[src/rtl/ccw_pkg.sv]
package ccw_pkg;

   localparam int WORD_W = 32;
   localparam int CNT_W  = 16;
   localparam int OP_W   = 8;
   localparam int FLG_W  = 8;

   // flag byte bit positions
   localparam int FL_DCH  = 7;
   localparam int FL_CCH  = 6;
   localparam int FL_SLI  = 5;
   localparam int FL_SKIP = 4;
   localparam int FL_PCI  = 3;
   localparam int FL_IDA  = 2;
   localparam int FL_SUSP = 1;

   typedef struct packed {
      logic [OP_W-1:0]   op;
      logic [FLG_W-1:0]  flg;
      logic [CNT_W-1:0]  cnt;
      logic [WORD_W-1:0] addr;
   } ccw_fields_t;

   typedef enum logic [3:0] {
      S_IDLE, S_RQ0, S_WT0, S_RQ1, S_WT1, S_DEC, S_HOLD,
      S_ARM, S_RQI, S_WTI, S_MOVE, S_NEXT
   } seq_st_t;

endpackage

[src/rtl/ccw_decode.sv]
module ccw_decode
   import ccw_pkg::*;
#(
   parameter int CCW_FMT = 1
) (
   input  logic [WORD_W-1:0] w_hi,
   input  logic [WORD_W-1:0] w_lo,
   output ccw_fields_t       fld
);

   generate
      if (CCW_FMT == 1) begin : g_fmt1
         always_comb begin
            fld.op   = w_hi[31:24];
            fld.flg  = w_hi[23:16];
            fld.cnt  = w_hi[15:0];
            fld.addr = {1'b0, w_lo[30:0]};
         end
      end else begin : g_fmt0
         always_comb begin
            fld.op   = w_hi[31:24];
            fld.addr = {8'h00, w_hi[23:0]};
            fld.flg  = w_lo[31:24];
            fld.cnt  = w_lo[15:0];
         end
      end
   endgenerate

endmodule

[src/rtl/ccw_byte_engine.sv]
module ccw_byte_engine #(
   parameter int ADDR_W  = 32,
   parameter int CNT_W   = 16,
   parameter int IDA_BLK = 2048
) (
   input  logic              clk,
   input  logic              rst_n,
   input  logic              cnt_ld,
   input  logic [CNT_W-1:0]  cnt_in,
   input  logic              ptr_ld,
   input  logic [ADDR_W-1:0] ptr_in,
   input  logic              step,
   output logic [ADDR_W-1:0] cur_addr,
   output logic              last_byte,
   output logic              blk_last
);

   localparam int BLK_W = $clog2(IDA_BLK);

   logic [CNT_W-1:0]  cnt_q;
   logic [ADDR_W-1:0] addr_q;
   logic [BLK_W-1:0]  blk_q;

   always_ff @(posedge clk or negedge rst_n) begin
      if (!rst_n) begin
         cnt_q  <= '0;
         addr_q <= '0;
         blk_q  <= '0;
      end else begin
         if (cnt_ld)
            cnt_q <= cnt_in;
         else if (step)
            cnt_q <= cnt_q - CNT_W'(1);
         if (ptr_ld) begin
            addr_q <= ptr_in;
            blk_q  <= '0;
         end else if (step) begin
            addr_q <= addr_q + ADDR_W'(1);
            blk_q  <= blk_q + BLK_W'(1);
         end
      end
   end

   assign cur_addr  = addr_q;
   assign last_byte = (cnt_q == CNT_W'(1));
   assign blk_last  = &blk_q;

endmodule

[src/rtl/ccw_sequencer.sv]
module ccw_sequencer
   import ccw_pkg::*;
#(
   parameter int ADDR_W  = 32,
   parameter int CCW_FMT = 1,
   parameter int IDA_BLK = 2048
) (
   input  logic              clk,
   input  logic              rst_n,
   input  logic              start,
   input  logic [ADDR_W-1:0] prog_addr,
   input  logic              resume,
   output logic              rd_req,
   output logic [ADDR_W-1:0] rd_addr,
   input  logic              rd_valid,
   input  logic [WORD_W-1:0] rd_data,
   output logic              dev_ready,
   output logic [OP_W-1:0]   dev_cmd,
   input  logic              dev_valid,
   input  logic [7:0]        dev_data,
   input  logic              dev_end,
   output logic              wr_en,
   output logic [ADDR_W-1:0] wr_addr,
   output logic [7:0]        wr_data,
   output logic              attn_irq,
   output logic              done,
   output logic [2:0]        status
);

   localparam logic [ADDR_W-1:0] STEP_WORD = ADDR_W'(WORD_W / 8);
   localparam logic [ADDR_W-1:0] STEP_CCW  = ADDR_W'(2 * WORD_W / 8);

   generate
      if (ADDR_W < WORD_W) begin : g_bad_aw
         $error("ccw_sequencer: ADDR_W must be at least 32");
      end
      if (IDA_BLK < 2 || (IDA_BLK & (IDA_BLK - 1)) != 0) begin : g_bad_blk
         $error("ccw_sequencer: IDA_BLK must be a power of two >= 2");
      end
      if (CCW_FMT != 0 && CCW_FMT != 1) begin : g_bad_fmt
         $error("ccw_sequencer: CCW_FMT must be 0 or 1");
      end
   endgenerate

   seq_st_t           st;
   logic [ADDR_W-1:0] pc_q, idp_q;
   logic [WORD_W-1:0] hi_q, lo_q;
   logic [OP_W-1:0]   op_q;
   logic [FLG_W-1:0]  flg_q;
   logic              dchain_q, irq_q, done_q;
   logic [2:0]        stat_q;
   ccw_fields_t       fld;
   logic [ADDR_W-1:0] cur_addr;
   logic              last_byte, blk_last, take;
   logic              cnt_ld, ptr_ld;
   logic [ADDR_W-1:0] ptr_in;

   ccw_decode #(.CCW_FMT(CCW_FMT)) u_dec (
      .w_hi (hi_q),
      .w_lo (lo_q),
      .fld  (fld)
   );

   assign take   = (st == S_MOVE) && dev_valid;
   assign cnt_ld = (st == S_ARM);
   assign ptr_ld = (st == S_ARM) || ((st == S_WTI) && rd_valid);
   assign ptr_in = (st == S_WTI) ? ADDR_W'(rd_data) : ADDR_W'(fld.addr);

   ccw_byte_engine #(.ADDR_W(ADDR_W), .CNT_W(CNT_W), .IDA_BLK(IDA_BLK)) u_eng (
      .clk       (clk),
      .rst_n     (rst_n),
      .cnt_ld    (cnt_ld),
      .cnt_in    (fld.cnt),
      .ptr_ld    (ptr_ld),
      .ptr_in    (ptr_in),
      .step      (take),
      .cur_addr  (cur_addr),
      .last_byte (last_byte),
      .blk_last  (blk_last)
   );

   always_ff @(posedge clk or negedge rst_n) begin
      if (!rst_n) begin
         st       <= S_IDLE;
         pc_q     <= '0;
         idp_q    <= '0;
         hi_q     <= '0;
         lo_q     <= '0;
         op_q     <= '0;
         flg_q    <= '0;
         dchain_q <= 1'b0;
         irq_q    <= 1'b0;
         done_q   <= 1'b0;
         stat_q   <= '0;
      end else begin
         irq_q  <= 1'b0;
         done_q <= 1'b0;
         unique case (st)
            S_IDLE: if (start) begin
               pc_q     <= prog_addr;
               dchain_q <= 1'b0;
               stat_q   <= '0;
               st       <= S_RQ0;
            end
            S_RQ0: st <= S_WT0;
            S_WT0: if (rd_valid) begin
               hi_q <= rd_data;
               st   <= S_RQ1;
            end
            S_RQ1: st <= S_WT1;
            S_WT1: if (rd_valid) begin
               lo_q <= rd_data;
               pc_q <= pc_q + STEP_CCW;
               st   <= S_DEC;
            end
            S_DEC: begin
               irq_q <= fld.flg[FL_PCI];
               flg_q <= fld.flg;
               if (!dchain_q) op_q <= fld.op;
               if (fld.cnt == '0 && !fld.flg[FL_DCH] && !fld.flg[FL_CCH]) begin
                  stat_q <= 3'b010;
                  done_q <= 1'b1;
                  st     <= S_IDLE;
               end else if (fld.flg[FL_SUSP]) begin
                  st <= S_HOLD;
               end else begin
                  st <= S_ARM;
               end
            end
            S_HOLD: if (resume) st <= S_ARM;
            S_ARM: begin
               if (fld.cnt == '0) begin
                  st <= S_NEXT;
               end else if (flg_q[FL_IDA]) begin
                  idp_q <= ADDR_W'(fld.addr);
                  st    <= S_RQI;
               end else begin
                  st <= S_MOVE;
               end
            end
            S_RQI: st <= S_WTI;
            S_WTI: if (rd_valid) begin
               idp_q <= idp_q + STEP_WORD;
               st    <= S_MOVE;
            end
            S_MOVE: begin
               if (take && last_byte) begin
                  st <= S_NEXT;
               end else if (dev_end) begin
                  stat_q <= {!flg_q[FL_SLI], 1'b0, 1'b1};
                  done_q <= 1'b1;
                  st     <= S_IDLE;
               end else if (take && flg_q[FL_IDA] && blk_last) begin
                  st <= S_RQI;
               end
            end
            S_NEXT: begin
               if (flg_q[FL_DCH] || flg_q[FL_CCH]) begin
                  dchain_q <= flg_q[FL_DCH];
                  st       <= S_RQ0;
               end else begin
                  stat_q <= 3'b001;
                  done_q <= 1'b1;
                  st     <= S_IDLE;
               end
            end
            default: st <= S_IDLE;
         endcase
      end
   end

   always_comb begin
      unique case (st)
         S_RQ1:   rd_addr = pc_q + STEP_WORD;
         S_RQI:   rd_addr = idp_q;
         default: rd_addr = pc_q;
      endcase
   end

   assign rd_req    = (st == S_RQ0) || (st == S_RQ1) || (st == S_RQI);
   assign dev_ready = (st == S_MOVE);
   assign dev_cmd   = op_q;
   assign wr_en     = take && !flg_q[FL_SKIP];
   assign wr_addr   = cur_addr;
   assign wr_data   = dev_data;
   assign attn_irq  = irq_q;
   assign done      = done_q;
   assign status    = stat_q;

endmodule

[config.mk]
export PLATFORM = sky130hd
export DESIGN_NAME = ccw_sequencer
export DESIGN_NICKNAME = d
export VERILOG_FILES = /design/src/rtl/ccw_pkg.sv /design/src/rtl/ccw_decode.sv /design/src/rtl/ccw_byte_engine.sv /design/src/rtl/ccw_sequencer.sv
export SDC_FILE = /design/constraint.sdc
export NUM_CORES = 1
export LEC_CHECK = 0
export BUFFER_PORTS_ARGS = -buffer_cell sky130_fd_sc_hd__buf_2
export CAP_MARGIN = 25
export CORE_MARGIN = 2
export CORE_UTILIZATION = 26
export DETAILED_ROUTE_END_ITERATION = 10
export HOLD_SLACK_MARGIN = 0.1
export PLACE_DENSITY_LB_ADDON = 0.2
export SLEW_MARGIN = 20
export SYNTH_ARGS = -nofsm -noshare
export SYNTH_HDL_FRONTEND = slang
export SYNTH_HIERARCHICAL = 1
export SYNTH_SLANG_ARGS = --single-unit
[constraint.sdc]
create_clock -name clk -period 3.6 [get_ports clk]
set_clock_uncertainty 0.15 [all_clocks]
set_input_delay 0.72 -clock clk [delete_from_list [all_inputs] [get_ports clk]]
set_output_delay 0.72 -clock clk [all_outputs]
set_load 0.005 [all_outputs]
Word level (Yosys, flattened, before mapping)
Cells that the tools add are included.
- logic and storage cells: 123
- output and inout bits: 88
- flip-flop bits (word level): 212
- bitwise operators: 1
- reductions and logical operators: 33
- add/sub/neg operators: 6
- equality and inequality tests: 25
- muxes and demuxes: 44
- operators by type and width (cell ; number):
    2-to-1 mux 32 bit ; 8
    one-hot mux 32 bit (2 select lines) ; 3
    adder 32 x 3 -> 32 bit, second input constant ; 2
    one-hot mux 4 bit (12 select lines) ; 1
    adder 32 x 1 -> 32 bit, second input constant ; 1
    adder 32 x 4 -> 32 bit, second input constant ; 1
    2-to-1 mux 16 bit ; 2
    2-to-1 mux 4 bit ; 8
    2-to-1 mux 11 bit ; 2
    inequality test 2 bit, second input constant ; 11
    2-to-1 mux 3 bit ; 6
    == test 16 x 1 -> 1 bit, second input constant ; 1
    == test 4 x 3 -> 1 bit, second input constant ; 4
    == test 4 bit, second input constant ; 4
    zero test 16 bit ; 1
    subtractor 16 x 1 -> 16 bit, second input constant ; 1
    one-hot mux 3 bit (4 select lines) ; 1
    AND reduction 6 bit ; 2
    adder 11 x 1 -> 11 bit, second input constant ; 1
    AND reduction 11 bit ; 1
    nonzero test 2 bit ; 5
    2-to-1 mux 1 bit ; 9
    == test 4 x 2 -> 1 bit, second input constant ; 2
    logical AND 1 bit ; 8
    other kinds (14) ; 24

Logic depth before layout (Yosys ltp)
- depth in word-level cells: 8
- depth in mapped cells: 10
- gate-level depth less buffers: 9

Cells and area by module
Netlist, hierarchy kept.
- by module, submodules not included (module ; instances ; cells an instance ; area each (um2) ; sequential area each (um2)):
    ccw_sequencer ; 1 ; 1019 ; 8886.0 ; 3778.6
    ccw_byte_engine ; 1 ; 368 ; 3306.9 ; 1476.4
    ccw_decode ; 1 ; 65 ; 484.2 ; 0.0

Worst setup path after synthesis
Ideal clock, no wire load.
- path type: register -> register
- start point: register st[2]
- end point: register u_eng.cnt_q[15]
- data required time: 3381 ps
- cell stages (with the launch flop): 10
- data arrival time: 2904 ps
- buffers on the path: 2
- path slack: 477 ps
- setup time: 69 ps
- cell sequence: dfrtp_1 buf_2 or4bb_1 inv_1 and2_1 or4b_1 buf_2 or4_4 or4b_1 nand3_1
- word-level cells in the longest chain between the ends: 3
- ends and longest elaborated chain (item ; RTL line ; RTL):
    start, declared ; ccw_sequencer.sv:45 ; seq_st_t st;
    start signal, assigned ; ccw_sequencer.sv:84 ; st <= S_IDLE;
    start signal, assigned ; ccw_sequencer.sv:103 ; st <= S_RQ0;
    start signal, assigned ; ccw_sequencer.sv:105 ; S_RQ0: st <= S_WT0;
    == test 4 bit ; - ;
    named net dev_ready ; ccw_sequencer.sv:17 ; output logic dev_ready,
    logical AND 1 bit ; ccw_sequencer.sv:64 ; assign take = (st == S_MOVE) && dev_valid;
    named net take ; ccw_sequencer.sv:54 ; logic last_byte, blk_last, take;
    nonzero test 2 bit (no line) ; - ;
    end signal, assigned ; ccw_byte_engine.sv:31 ; cnt_q <= cnt_in;
    end signal, assigned ; ccw_byte_engine.sv:33 ; cnt_q <= cnt_q - CNT_W'(1);
    end, declared ; ccw_byte_engine.sv:20 ; logic [CNT_W-1:0] cnt_q;
The timed path passes the listed nets, and every way through them passes these cells.
A chain may end at the register's enable or synchronous reset.

Worst setup path in the final report
- start point: register pc_q[3]
- end point: output port rd_addr[24]
- word-level cells in the longest chain between the ends: 2
- ends and longest elaborated chain (item ; RTL line ; RTL):
    start, declared ; ccw_sequencer.sv:46 ; logic [ADDR_W-1:0] pc_q, idp_q;
    start signal, assigned ; ccw_sequencer.sv:100 ; pc_q <= prog_addr;
    start signal, assigned ; ccw_sequencer.sv:113 ; pc_q <= pc_q + STEP_CCW;
    adder 32 x 3 -> 32 bit ; ccw_sequencer.sv:174 ; S_RQ1: rd_addr = pc_q + STEP_WORD;
    one-hot mux 32 bit (2 select lines) ; ccw_sequencer.sv:173 ; unique case (st)
    end, declared ; ccw_sequencer.sv:14 ; output logic [ADDR_W-1:0] rd_addr,
No other way between the ends.

==> summary by stage <==
Status
The flow ran to the end, and the final reports show no timing, DRC or antenna violations.

Min path
The tightest min-delay check is of the input pin to asynchronous set/reset pin type.

Route
The vias per cell is 5.23. Wires add up to 45.6 mm. The pre-antenna-repair detailed-routing pass consisted of 6 iterations. For this block, the via count after detailed routing is 11,300. The detailed-route wire length per cell is 21.1 um. The remaining antenna violation count after routing is 0. The number of design-rule violations left by the first detailed-router iteration is 968.

After detailed routing, the number of remaining DRC violations is 0.

Layout
The area overhead of the layout relative to synthesis is 17.4%. The repair_antennas step left the layout with diodes totalling 0. In the final layout, the multi-input gates occupy 0.00653 mm^2. Summing all flip-flop and latch instances after layout gives 0.00522 mm^2. The share of final-layout standard cells stronger than drive strength 1 is 25.0%. The finished cells cover 0.0148 mm^2. After filler insertion, the fill cell instance count of the layout stands at 5,024.

The finished layout holds 2,159 standard cells, fillers aside. The number of nets in the layout is 1,614. The final design utilization is 31.0%.

Die
In this run the horizontal extent of the chip is 224 um. The initial utilization of the core area, before any placement, comes to 26.4%. The top-level port count is 167. From bottom edge to top edge, the die measures 224 um. The die area is 0.0502 mm^2. The core outline area is 0.0477 mm^2. The cell row count is 80.

STA
Based on the critical path, the design can be clocked at up to 279 MHz. Setup repair after global routing could not meet its margin everywhere. The worst path setup slack after routing is 10.7 ps. The tightest slew margin relative to the limit is 43.8%. The final hold violation count was 0. The share of the clock period used by the worst path after layout is 99.7%. The slew at the pin closest to its max-slew limit is 843 ps. The setup-violating endpoint count in the final report is 0. The shortest period the worst path allows is 3590 ps.

The number of max-slew violations in the final report is 0. Hold timing on the final database bottoms out at a slack of 61.6 ps.

Logic synthesis
The number of nets in the synthesized netlist is 1,533. The Yosys step of the flow raised 6 warnings. Synthesis handed over a netlist of 1,447 instances. The average size of a mapped cell is 8.71 um^2. The summed instance area of the synthesized netlist is 0.0126 mm^2.

Setup path
Of all nets on the critical path, the largest fanout is 3. The critical path goes through ha_4, nand3_2, or3_4, or4b_4, mux2_4, o21ai_2, buf_2. The worst setup path is captured at an output port. The critical path start-end classification is flop to output port. The arrival time at the worst endpoint is 2720 ps. The slowest stage of the critical path is the sky130_fd_sc_hd__or4b_4 cell. For this run, the slowest stage of the critical path takes 550 ps. STA puts the critical path data required time at 2730 ps.

The startpoint class of the critical path is a flop.

GRT
The via count of the first global-routing pass was 10,800. Global routing used 17.9% of the available tracks. The total global routing overflow is 0. The number of antenna violations at the first check in global routing is 0. The pin count of the biggest net entering global routing is 97.

The wire length of the first global-routing pass is 69.3 mm.

CTS
The clock drives 208 sinks. The number of clock buffers added by TritonCTS is 26. The tree is rooted in a sky130_fd_sc_hd__clkbuf_16. The clock transition time at the flip-flop clock pins of the worst setup and hold paths is 60 ps. For the worst-skew pair, the clock arrives at the later sink with an insertion delay of 570 ps. Counting along the longest clock path gives a buffer depth of 3.

TritonCTS built the clock tree. In this run the number of H-tree levels came out at 1.

Power
The power per unit of standard cell area is 859 mW/mm^2. The worst-case IR drop observed on VDD is 0.407 mV. In this run the static leakage power is 6.17 nW.

Placement
At the end of routability-driven placement, the weighted congestion stood at 0.854. In this run the tool buffered the top-level ports with 150 buffer cells. Once placement completed, the tool counted placed cells totaling 2,102. The HPWL after detailed placement is 32.9 mm. The area of placed instances is 0.0137 mm^2. Timing analysis after detailed placement gives a worst setup slack of 352 ps.

Job
Across the run, the number of max-cap violations was 0.
sequential cells by signal (all words and copies together), names as in the netlist:
| register | flops |
|---|---|
| dev_cmd | 8 |
| u_eng/blk_q | 11 |
| pc_q | 32 |
| u_eng/cnt_q | 16 |
| dchain_q | 1 |
| st | 4 |
| u_eng/cur_addr | 32 |
| attn_irq | 1 |
| lo_q | 31 |
| status | 3 |
| done | 1 |
| flg_q | 5 |
| idp_q | 32 |
| hi_q | 31 |
per-layer routing:
layer	part of all wire (%)	vias to the layer above	track usage [%]	wire length, um
met5	0	-	0	0
met4	2.9	0	5.12	1330
met3	5.5	59	2.57	2500
met2	43	360	26.8	19500
met1	49	5518	26.6	22300
li1	-	5358	-	-
metrics by stage:
step	setup TNS (ps)	power [mW]
5_1_grt	-69.2	13.6
3_3_place_gp	0	9.70
6_report	0	12.7
4_1_cts	-1.44	12.7
2_1_floorplan	0	8.02
3_5_place_dp	0	9.77
worst paths after layout:
| check | depth (start not counted) | start | to | slack (ps) |
|---|---|---|---|---|
| min reg2reg | 2 | hi_q[18]$_DFFE_PN0P_ | flg_q[2]$_DFFE_PN0P_ | 320 |
| max reg2reg | 8 | st[3]$_DFFE_PN0P_ | u_eng/cnt_q[15]$_DFFE_PN0P_ | 370 |
| min | 1 | rst_n | hi_q[4]$_DFFE_PN0P_ | 60 |
| max in group asynchronous | 2 | rst_n | lo_q[4]$_DFFE_PN0P_ | 2360 |
| max | 7 | pc_q[3]$_DFFE_PN0P_ | rd_addr[24] | 10 |
| min in group clk | 3 | prog_addr[1] | pc_q[1]$_DFFE_PN0P_ | 230 |
layout by cell type (no fill, tap or decap), types with 7 or more instances in the layout:
cell / n
sky130_fd_sc_hd__nand2_1: 249
sky130_fd_sc_hd__dfrtp_1: 198
sky130_fd_sc_hd__buf_2: 149
sky130_fd_sc_hd__o21ai_0: 85
sky130_fd_sc_hd__nor2_1: 74
sky130_fd_sc_hd__mux2_2: 74
sky130_fd_sc_hd__a21oi_1: 72
sky130_fd_sc_hd__nand3_1: 63
sky130_fd_sc_hd__buf_4: 60
sky130_fd_sc_hd__nand4_1: 41
sky130_fd_sc_hd__a31oi_1: 29
sky130_fd_sc_hd__nor3_1: 26
sky130_fd_sc_hd__o22ai_1: 26
sky130_fd_sc_hd__clkbuf_16: 26
sky130_fd_sc_hd__inv_1: 22
sky130_fd_sc_hd__and3_1: 21
sky130_fd_sc_hd__xnor2_1: 19
sky130_fd_sc_hd__or4_1: 17
sky130_fd_sc_hd__a2bb2oi_1: 17
sky130_fd_sc_hd__o31ai_1: 16
sky130_fd_sc_hd__xor2_1: 16
sky130_fd_sc_hd__o211ai_1: 14
sky130_fd_sc_hd__nor4_1: 14
sky130_fd_sc_hd__or3_1: 11
sky130_fd_sc_hd__dfrtp_2: 10
sky130_fd_sc_hd__nor2b_1: 9
sky130_fd_sc_hd__a22oi_1: 9
sky130_fd_sc_hd__a31o_2: 8
sky130_fd_sc_hd__o311ai_0: 7
sky130_fd_sc_hd__and4_1: 7
layout make-up:
cell class	instances	share of cell area, %
clock buffers	36	4.93
flip-flops and latches	208	35.3
inverters	23	0.584
well taps	615	5.20
multi-input cells	1051	44.2
clock inverters	8	0.855
repair buffers	218	8.98
power by group:
group	switching, mW	total, mW	internal [mW]
clock network	1.11	2.73	1.61
registers	1.42	4.86	3.45
logic	2.77	5.11	2.34
total	5.30	12.7	7.40
worst max-delay path, delay by kind of cell, from the launching register on:
family / cells / cell delay (ps)
buffers and inverters: 1 / 140
AOI/OAI and AO/OA: 1 / 70
adders and majority gates: 1 / 160
muxes: 1 / 310
and+or+nand+nor: 3 / 1050
DFF: 1 / 420
timing repair:
item	4_1_cts	5_1_grt
setup endpoints to repair	18	11
setup buffers	9	5
hold buffers	0	0
gates resized for setup	23	11
pin swaps	5	5
Note: power is estimated with default switching activity, not from simulation.
